### src/rtl/int_add_pkg.sv
package int_add_pkg;

  typedef enum logic [3:0] {
    OP_ADD           = 4'd0,
    OP_SUB_FROM      = 4'd1,
    OP_ADD_CARRY     = 4'd2,
    OP_SUB_CARRY     = 4'd3,
    OP_ADD_EXT       = 4'd4,
    OP_SUB_EXT       = 4'd5,
    OP_ADD_M1_EXT    = 4'd6,
    OP_SUB_M1_EXT    = 4'd7,
    OP_ADD_Z_EXT     = 4'd8,
    OP_SUB_Z_EXT     = 4'd9,
    OP_NEGATE        = 4'd10,
    OP_ADD_IMM       = 4'd11,
    OP_ADD_IMM_HI    = 4'd12,
    OP_ADD_IMM_CARRY = 4'd13,
    OP_SUB_IMM_CARRY = 4'd14
  } addOp_e;

  typedef enum logic [2:0] {
    B_REG    = 3'd0,
    B_IMM    = 3'd1,
    B_IMM_HI = 3'd2,
    B_ONES   = 3'd3,
    B_ZERO   = 3'd4
  } bSel_e;

  typedef enum logic [1:0] {
    CIN_ZERO  = 2'd0,
    CIN_ONE   = 2'd1,
    CIN_CARRY = 2'd2
  } cinSel_e;

  typedef struct packed {
    logic    invA;
    logic    zeroA;
    bSel_e   bSel;
    cinSel_e cinSel;
    logic    caWe;
    logic    ovWe;
    logic    crWe;
  } addStrobe_t;

endpackage

### src/rtl/int_add_ctrl.sv
module int_add_ctrl
  import int_add_pkg::*;
(
  input  logic [3:0]  op,
  input  logic        aIsZeroReg,
  input  logic        oe,
  input  logic        rc,
  output addStrobe_t  strobe
);

  logic isImmForm;

  always_comb begin
    strobe        = '0;
    strobe.bSel   = B_REG;
    strobe.cinSel = CIN_ZERO;
    isImmForm     = 1'b0;
    unique case (op)
      OP_ADD: ;
      OP_SUB_FROM: begin
        strobe.invA = 1'b1; strobe.cinSel = CIN_ONE;
      end
      OP_ADD_CARRY: strobe.caWe = 1'b1;
      OP_SUB_CARRY: begin
        strobe.invA = 1'b1; strobe.cinSel = CIN_ONE; strobe.caWe = 1'b1;
      end
      OP_ADD_EXT: begin
        strobe.cinSel = CIN_CARRY; strobe.caWe = 1'b1;
      end
      OP_SUB_EXT: begin
        strobe.invA = 1'b1; strobe.cinSel = CIN_CARRY; strobe.caWe = 1'b1;
      end
      OP_ADD_M1_EXT: begin
        strobe.bSel = B_ONES; strobe.cinSel = CIN_CARRY; strobe.caWe = 1'b1;
      end
      OP_SUB_M1_EXT: begin
        strobe.invA = 1'b1; strobe.bSel = B_ONES;
        strobe.cinSel = CIN_CARRY; strobe.caWe = 1'b1;
      end
      OP_ADD_Z_EXT: begin
        strobe.bSel = B_ZERO; strobe.cinSel = CIN_CARRY; strobe.caWe = 1'b1;
      end
      OP_SUB_Z_EXT: begin
        strobe.invA = 1'b1; strobe.bSel = B_ZERO;
        strobe.cinSel = CIN_CARRY; strobe.caWe = 1'b1;
      end
      OP_NEGATE: begin
        strobe.invA = 1'b1; strobe.bSel = B_ZERO; strobe.cinSel = CIN_ONE;
      end
      OP_ADD_IMM: begin
        isImmForm = 1'b1; strobe.bSel = B_IMM; strobe.zeroA = aIsZeroReg;
      end
      OP_ADD_IMM_HI: begin
        isImmForm = 1'b1; strobe.bSel = B_IMM_HI; strobe.zeroA = aIsZeroReg;
      end
      OP_ADD_IMM_CARRY: begin
        isImmForm = 1'b1; strobe.bSel = B_IMM; strobe.caWe = 1'b1;
      end
      OP_SUB_IMM_CARRY: begin
        isImmForm = 1'b1; strobe.invA = 1'b1; strobe.bSel = B_IMM;
        strobe.cinSel = CIN_ONE; strobe.caWe = 1'b1;
      end
      default: ;
    endcase
    strobe.ovWe = oe & ~isImmForm;
    strobe.crWe = rc;
  end

endmodule

### src/rtl/int_add_datapath.sv
module int_add_datapath
  import int_add_pkg::*;
#(
  parameter int WIDTH     = 64,
  parameter int IMM_WIDTH = 16
) (
  input  addStrobe_t         strobe,
  input  logic [WIDTH-1:0]   opA,
  input  logic [WIDTH-1:0]   opB,
  input  logic [IMM_WIDTH-1:0] imm,
  input  logic               caIn,
  output logic [WIDTH-1:0]   result,
  output logic               caWrite,
  output logic               caOut,
  output logic               ovWrite,
  output logic               ovOut,
  output logic               crWrite,
  output logic [2:0]         crField
);

  localparam int HI_W = 2 * IMM_WIDTH;

  logic [WIDTH-1:0] immExt;
  logic [WIDTH-1:0] immHiExt;
  logic [WIDTH-1:0] aPick;
  logic [WIDTH-1:0] xIn;
  logic [WIDTH-1:0] yIn;
  logic             cinBit;
  logic [WIDTH:0]   sumWide;
  logic             signedOv;

  assign immExt = {{(WIDTH-IMM_WIDTH){imm[IMM_WIDTH-1]}}, imm};

  generate
    if (WIDTH == HI_W) begin : g_hiFull
      assign immHiExt = {imm, {IMM_WIDTH{1'b0}}};
    end else begin : g_hiExt
      assign immHiExt = {{(WIDTH-HI_W){imm[IMM_WIDTH-1]}}, imm, {IMM_WIDTH{1'b0}}};
    end
  endgenerate

  assign aPick = strobe.zeroA ? '0 : opA;
  assign xIn   = strobe.invA ? ~aPick : aPick;

  always_comb begin
    unique case (strobe.bSel)
      B_IMM:    yIn = immExt;
      B_IMM_HI: yIn = immHiExt;
      B_ONES:   yIn = '1;
      B_ZERO:   yIn = '0;
      default:  yIn = opB;
    endcase
    unique case (strobe.cinSel)
      CIN_ONE:   cinBit = 1'b1;
      CIN_CARRY: cinBit = caIn;
      default:   cinBit = 1'b0;
    endcase
  end

  assign sumWide  = {1'b0, xIn} + {1'b0, yIn} + {{WIDTH{1'b0}}, cinBit};
  assign result   = sumWide[WIDTH-1:0];
  assign signedOv = (xIn[WIDTH-1] == yIn[WIDTH-1]) &&
                    (sumWide[WIDTH-1] != xIn[WIDTH-1]);

  assign caWrite = strobe.caWe;
  assign caOut   = strobe.caWe & sumWide[WIDTH];
  assign ovWrite = strobe.ovWe;
  assign ovOut   = strobe.ovWe & signedOv;
  assign crWrite = strobe.crWe;

  always_comb begin
    crField = 3'b000;
    if (strobe.crWe) begin
      if (result[WIDTH-1])   crField = 3'b100;
      else if (result == '0) crField = 3'b001;
      else                   crField = 3'b010;
    end
  end

endmodule

### src/rtl/int_add_unit.sv
module int_add_unit
  import int_add_pkg::*;
#(
  parameter int WIDTH     = 64,
  parameter int IMM_WIDTH = 16
) (
  input  logic [3:0]           op,
  input  logic [WIDTH-1:0]     opA,
  input  logic [WIDTH-1:0]     opB,
  input  logic [IMM_WIDTH-1:0] imm,
  input  logic                 caIn,
  input  logic                 aIsZeroReg,
  input  logic                 oe,
  input  logic                 rc,
  output logic [WIDTH-1:0]     result,
  output logic                 caWrite,
  output logic                 caOut,
  output logic                 ovWrite,
  output logic                 ovOut,
  output logic                 crWrite,
  output logic [2:0]           crField
);

  addStrobe_t strobe;

  int_add_ctrl ctrl_i (
    .op         (op),
    .aIsZeroReg (aIsZeroReg),
    .oe         (oe),
    .rc         (rc),
    .strobe     (strobe)
  );

  int_add_datapath #(
    .WIDTH     (WIDTH),
    .IMM_WIDTH (IMM_WIDTH)
  ) dp_i (
    .strobe  (strobe),
    .opA     (opA),
    .opB     (opB),
    .imm     (imm),
    .caIn    (caIn),
    .result  (result),
    .caWrite (caWrite),
    .caOut   (caOut),
    .ovWrite (ovWrite),
    .ovOut   (ovOut),
    .crWrite (crWrite),
    .crField (crField)
  );

endmodule

### config.mk
export PLATFORM = sky130hd
export DESIGN_NAME = int_add_unit
export DESIGN_NICKNAME = d
export VERILOG_FILES = /design/src/rtl/int_add_pkg.sv /design/src/rtl/int_add_ctrl.sv /design/src/rtl/int_add_datapath.sv /design/src/rtl/int_add_unit.sv
export SDC_FILE = /design/constraint.sdc
export NUM_CORES = 1
export LEC_CHECK = 0
export ABC_AREA = 0
export BUFFER_PORTS_ARGS = -buffer_cell sky130_fd_sc_hd__buf_2
export CAP_MARGIN = 20
export CORE_MARGIN = 3
export CORE_UTILIZATION = 49
export DETAILED_ROUTE_END_ITERATION = 10
export PLACE_DENSITY = 0.8
export SLEW_MARGIN = 10
export SYNTH_ARGS = -nofsm -noshare
export SYNTH_HDL_FRONTEND = slang
export SYNTH_SLANG_ARGS = --single-unit
### constraint.sdc
create_clock -name vclk -period 9.02
set_input_delay 1.804 -clock vclk [all_inputs]
set_output_delay 1.804 -clock vclk [all_outputs]
set_load 0.05 [all_outputs]
== Word-level counts from Yosys, hierarchy flattened ==
Cells that the tools add are included.

* Flip-flop bits (word level): 0
* Input port bits: 152
* Output and inout port bits: 72

* Add/sub/neg operators: 2
* Equality and inequality tests: 22
* Mux-type cells: 13
* Bitwise gates (word level): 5
* Reduce and logical (&&, ||, !) cells: 11

{| class="wikitable"
|+ Operators with widths
! cell !! count
|-
| 64-bit case mux with 4 select lines || 1
|-
| 64-bit two-way mux || 2
|-
| 64-bit by 64-bit adder with 65-bit output || 1
|-
| 65-bit by 1-bit adder with 65-bit output || 1
|-
| 64-bit zero test || 1
|-
| 64-bit NOT || 1
|-
| 4-bit equality test, second input constant || 7
|-
| 4-bit by 3-bit equality test with 1-bit output, second input constant || 4
|-
| 3-bit case mux with 4 select lines || 1
|-
| 10-bit OR reduction || 1
|-
| 4-bit by 2-bit equality test with 1-bit output, second input constant || 2
|-
| 4-bit OR reduction || 2
|-
| 7-bit OR reduction || 1
|-
| 3-bit by 2-bit equality test with 1-bit output, second input constant || 2
|-
| 3-bit two-way mux || 2
|-
| 3-bit OR reduction || 2
|-
| 6-bit OR reduction || 1
|-
| 4-bit by 1-bit equality test with 1-bit output, second input constant || 1
|-
| 1-bit two-way mux || 4
|-
| 2-bit case mux with 2 select lines || 1
|-
| 2-bit OR reduction || 2
|-
| 1-bit AND || 3
|-
| 3-bit by 1-bit equality test with 1-bit output, second input constant || 1
|-
| 3-bit equality test, second input constant || 1
|-
| other kinds (8) || 8
|}

== Logic depth before layout (Yosys ltp) ==
* Depth after elaboration: 12
* Mapped depth: 24

== By module ==
Synthesis repeated with hierarchy kept, for this count alone.

* Cells, all modules: 1138
* Area total of the unflattened synthesis: 7190.6 um^2

{| class="wikitable"
|+ Modules (own cells, without submodules)
! module !! times used !! cells an instance !! area an instance (um^2) !! seq. area each (um^2)
|-
| int_add_datapath || 1 || 1105 || 6960.4 || 0.0
|-
| int_add_ctrl || 1 || 33 || 230.2 || 0.0
|}

== Worst setup path before layout ==
No wires, ideal clock.

* Path kind: in2out
* Start: input op[1]
* End: output crField[0]
* Arrival: 8496 ps
* Required time: 7216 ps
* Slack: -1280 ps
* Cell stages on the path: 20
* Buffers on the path: 4
* Path through: clkbuf_1 -> o21ai_0 -> a21oi_1 -> clkbuf_1 -> buf_1 -> xnor2_1 -> fa_1 -> inv_1 -> fa_1 -> a21o_2 -> a221o_1 -> buf_6 -> a221oi_4 -> o22ai_2 -> a211oi_2 -> xnor2_1 -> a211o_1 -> or4b_1 -> or4_1 -> nor4_1

* Longest elaborated chain between the ends: 12
* Elaborated cells between the ends (all ways): 41

{| class="wikitable"
|+ Ends and longest elaborated chain
! item !! line !! text
|-
| from (decl) || int_add_unit.sv:7 || <nowiki>input logic [3:0] op,</nowiki>
|-
| parallel branches: the longest is 7 deep, another holds 64-bit by 64-bit adder with 65-bit output || n/a ||
|-
| 65-bit by 1-bit adder with 65-bit output (*) || int_add_datapath.sv:60 || <nowiki>assign sumWide = {1'b0, xIn} + {1'b0, yIn} + {{WIDTH{1'b0}}, cinBit};</nowiki>
|-
| via result[52] || int_add_unit.sv:15 || <nowiki>output logic [WIDTH-1:0] result,</nowiki>
|-
| 64-bit zero test (*) || int_add_datapath.sv:75 || <nowiki>else if (result == '0) crField = 3'b001;</nowiki>
|-
| 2-bit two-way mux (*) || int_add_datapath.sv:75 ||
|-
| 3-bit two-way mux (*) || int_add_datapath.sv:74 || <nowiki>if (result[WIDTH-1]) crField = 3'b100;</nowiki>
|-
| 3-bit two-way mux (*) || int_add_datapath.sv:73 || <nowiki>if (strobe.crWe) begin</nowiki>
|-
| to (decl) || int_add_unit.sv:21 || <nowiki>output logic [2:0] crField</nowiki>
|}

Mark *: on every way through the listed nets, which the timed path passes.

== Worst setup path after layout ==
* Start: input op[3]
* End: output crField[0]

* Longest elaborated chain between the ends: 12
* Elaborated cells between the ends (all ways): 41

{| class="wikitable"
|+ Ends and longest elaborated chain
! item !! line
|-
| parallel branches: the longest is 7 deep, another holds 64-bit by 64-bit adder with 65-bit output || n/a
|-
| 65-bit by 1-bit adder with 65-bit output (*) || int_add_datapath.sv:60
|-
| 64-bit zero test || int_add_datapath.sv:75
|-
| 2-bit two-way mux || int_add_datapath.sv:75
|-
| 3-bit two-way mux (*) || int_add_datapath.sv:74
|-
| 3-bit two-way mux (*) || int_add_datapath.sv:73
|}

Every way passes the cells marked *.

==> flow_summary_export.csv <==
group,metric,value,unit
floorplanning,core-area,0.01393,mm2
yosys,syn-num-nets,1309,
timing,fin_crit_sh,97.21,%
timing,rsz0062_at_grt,"false",
routing,vias_per_cell,6.366,
global_route,grt_overflow,0,
pwr,pwr-share-seq,0,%
hold_path,hold_path_depth,2,
pwr,share_comb_of_total_power,100.0,%
setup_path,arrival,6.96,ns
yosys,synth_area,0.006989,mm2
setup_path,cp-end-kind,"primary output",
yosys,synth_compound_area_share,39.17,%
finish,drive_gt1_share,24.51,%
place,numPortBuffers,224,
timing,setup_tns,0,ns
pwr,leakagePower,3.903,nW
global_route,antenna_found_initial,0,
floorplanning,num_io_pins,224,
global_route,grt_pass1_wl,46.79,mm
yosys,synth-xor-area-share,14.79,%
floorplanning,die-width,125.4,um
timing,setup_viol,0,
pwr,peakVddDrop,0.0001955,V
yosys,yosys.cell_types.count,71,
setup_path,crit_type,"input port to primary output",
yosys,ys.warnings.count,0,
global_route,grt_usage,35.93,%
floorplanning,start_util,50.16,%
timing,relSlewSlack,56.39,%
pwr,p_int,565.6,uW
floorplanning,die_area,0.01573,mm2
routing,drt_pass1_iterations,5,
finish,design.seq.count,0,
yosys,synth_mux_area_share,0.1432,%
pwr,clkPwrFrac,0,%
yosys,syn_inst,1090,
hold_path,worstHoldEndpoint,"crWrite",
routing,first_iter_violations,845,
yosys,yosys.area.top_type_share,11.64,%
timing,drv_slew,0,
finish,fillers,1412,
finish,instances_no_fill,1465,
place,place_congestion,1.043,
pwr,netSwitchingFraction,71.79,%
status,outcome,"completed",
routing,postRouteWirelength,30.35,mm
global_route,grt_start_max_net_pins,45,
routing,drc,0,
yosys,synth_common_cells,"157 x nand2_1, 116 x a21oi_1, 91 x xor2_1",
pwr,power.density,234.1,mW/mm2
job,max-cap-violations,0,
finish,clkbuf_count,0,
timing,max_slew.worst_pin.slew,0.6457,ns
place,dpl.cell_count,1464,
floorplanning,rows,43,
finish,nets,1506,
yosys,synthTopCellsByArea,"ha_1 12%, xor2_1 11%, nand2_1 8.4%",
yosys,synth_top_family_by_area,"compound AO/OA/AOI/OAI gates",
timing,hold_viol,0,
hold_path,worstHoldStart,"rc",
yosys,synth.avg_cell_area,6.412,um2
hold_path,hold_class,"input port to primary output",
yosys,ys_seq_area_share,0,%
global_route,first_global_vias,8855,
timing,fin_crit,8.768,ns
timing,fmax,114.1,MHz
pwr,p_sw,1.439,mW
clocking,cts_hold_buf,0,
yosys,synth_most_common_cell,"nand2_1",
setup_path,crit_fanout,9,
routing,wl_per_cell,20.72,um
setup_path,required,7.22,ns
finish,syn2layout_area_growth,22.54,%
yosys,synth-adder-area-share,12.21,%
yosys,synth_top_area_cell,"ha_1",
routing,ant_nets,0,
yosys,yosys.area_share.simple,27.12,%
setup_path,critPathLaunchType,"input port",
routing,num_vias,9326,
finish,layout.area.seq,0,um2
finish,n_antenna_cell,0,
place,dp_hpwl,25.91,mm
floorplanning,fp.dieH,125.4,um
finish,multiInputGateArea,0.006685,mm2
[per-layer routing]
metal  part of all wire [%]  track usage (%)  vias to the layer above  routed length [um]
li1                       -                -                     4467                   -
met1                     40            43.77                     4225               12010
met2                     46            61.49                      521               14030
met3                    6.9            3.332                      113                2083
met4                    7.3            20.79                        0                2222
met5                      0                0                        -                   0
[layout by cell type, fill, tap and decap left out, drive strengths merged, types with 4 or more instances in the layout]
cell type	synthesis	layout
o211ai	9	9
buf	12	279
and2	13	13
a221o	32	32
a21oi	116	116
and4	11	11
or4	5	5
a221oi	5	5
nand4	35	35
nor2b	6	6
a21o	12	12
nor2	65	65
nand4b	4	4
o21a	42	42
o21ai	84	84
a211oi	12	12
o2111ai	4	4
nand2b	17	17
nor3	25	25
xor2	91	91
inv	23	22
a31oi	6	6
xnor2	27	27
nand3	17	17
ha	65	65
o31ai	7	7
o221ai	4	4
or3	8	8
nand2	157	157
and3	5	5
a21boi	10	10
a22o	29	29
a22oi	4	4
nor4	13	13
o21bai	6	6
[final cells by class]
type	instances	area share [%]
repair buffers	280	18.26
well taps	180	2.630
inverters	23	1.052
multi-input cells	982	78.06
[worst max path at each step]
stage / slack (ns) / end / from / cells past startpoint
floorplan: 0.02 / crField[0] / op[3] / 23
global placement: 0.15 / crField[0] / op[3] / 19
detailed placement: 0.11 / crField[1] / op[3] / 19
CTS: 0.1 / crField[1] / op[3] / 21
global route: 0.02 / crField[1] / op[3] / 21
finish: 0.25 / crField[0] / op[3] / 21
[critical path, stage by stage]
cell,delay [ns]
buf_2,0.12
clkinvlp_4,0.18
nor3b_2,0.22
a21oi_1,0.08
ha_1,0.22
a21oi_1,0.13
or2_2,0.13
fa_2,0.22
inv_1,0.06
fa_1,0.40
a21o_2,0.24
a221o_2,0.40
a32o_1,0.29
o21ai_1,0.20
a21oi_1,0.10
or3_1,0.37
a211o_1,0.31
or4b_1,0.51
or4_4,0.46
nor4_4,0.22
buf_2,0.30
[what timing repair did]
action	in CTS	in global routing
endpoints found under the hold margin	0	0
endpoints found under the setup margin	0	2
gates resized for setup	0	21
setup buffers	0	1
[stage by stage]
stage	hold WS [ns]	total power [mW]	area, um2	setup WS (ns)	util, %
2_1_floorplan	3.775	1.434	7079	0.01609	-
3_3_place_gp	3.922	1.955	8484	0.1518	60.89
3_5_place_dp	3.929	1.954	8484	0.1123	60.89
4_1_cts	3.930	1.962	8484	0.09646	60.89
5_1_grt	3.932	2.119	8564	0.01892	61.46
6_report	3.927	2.005	8564	0.2521	61.46
[power by group through the flow]
stage                     combinational [mW]  sequential, mW  clock (mW)
final                                   2.00               0           0
after global placement                  1.96               0           0
after floorplan                         1.43               0           0
after detailed placement                1.95               0           0
after global routing                    2.12               0           0
after CTS                               1.96               0           0
[logic make-up after synthesis]
| family | after synthesis |
|---|---|
| muxes | 1 |
| xor gates and xnor gates | 118 |
| and+or+nand+nor | 390 |
| buffers and inverters | 108 |
| AOI/OAI and AO/OA | 406 |
| adders and majority gates | 67 |
No activity file was read; power rests on OpenSTA's default activity.
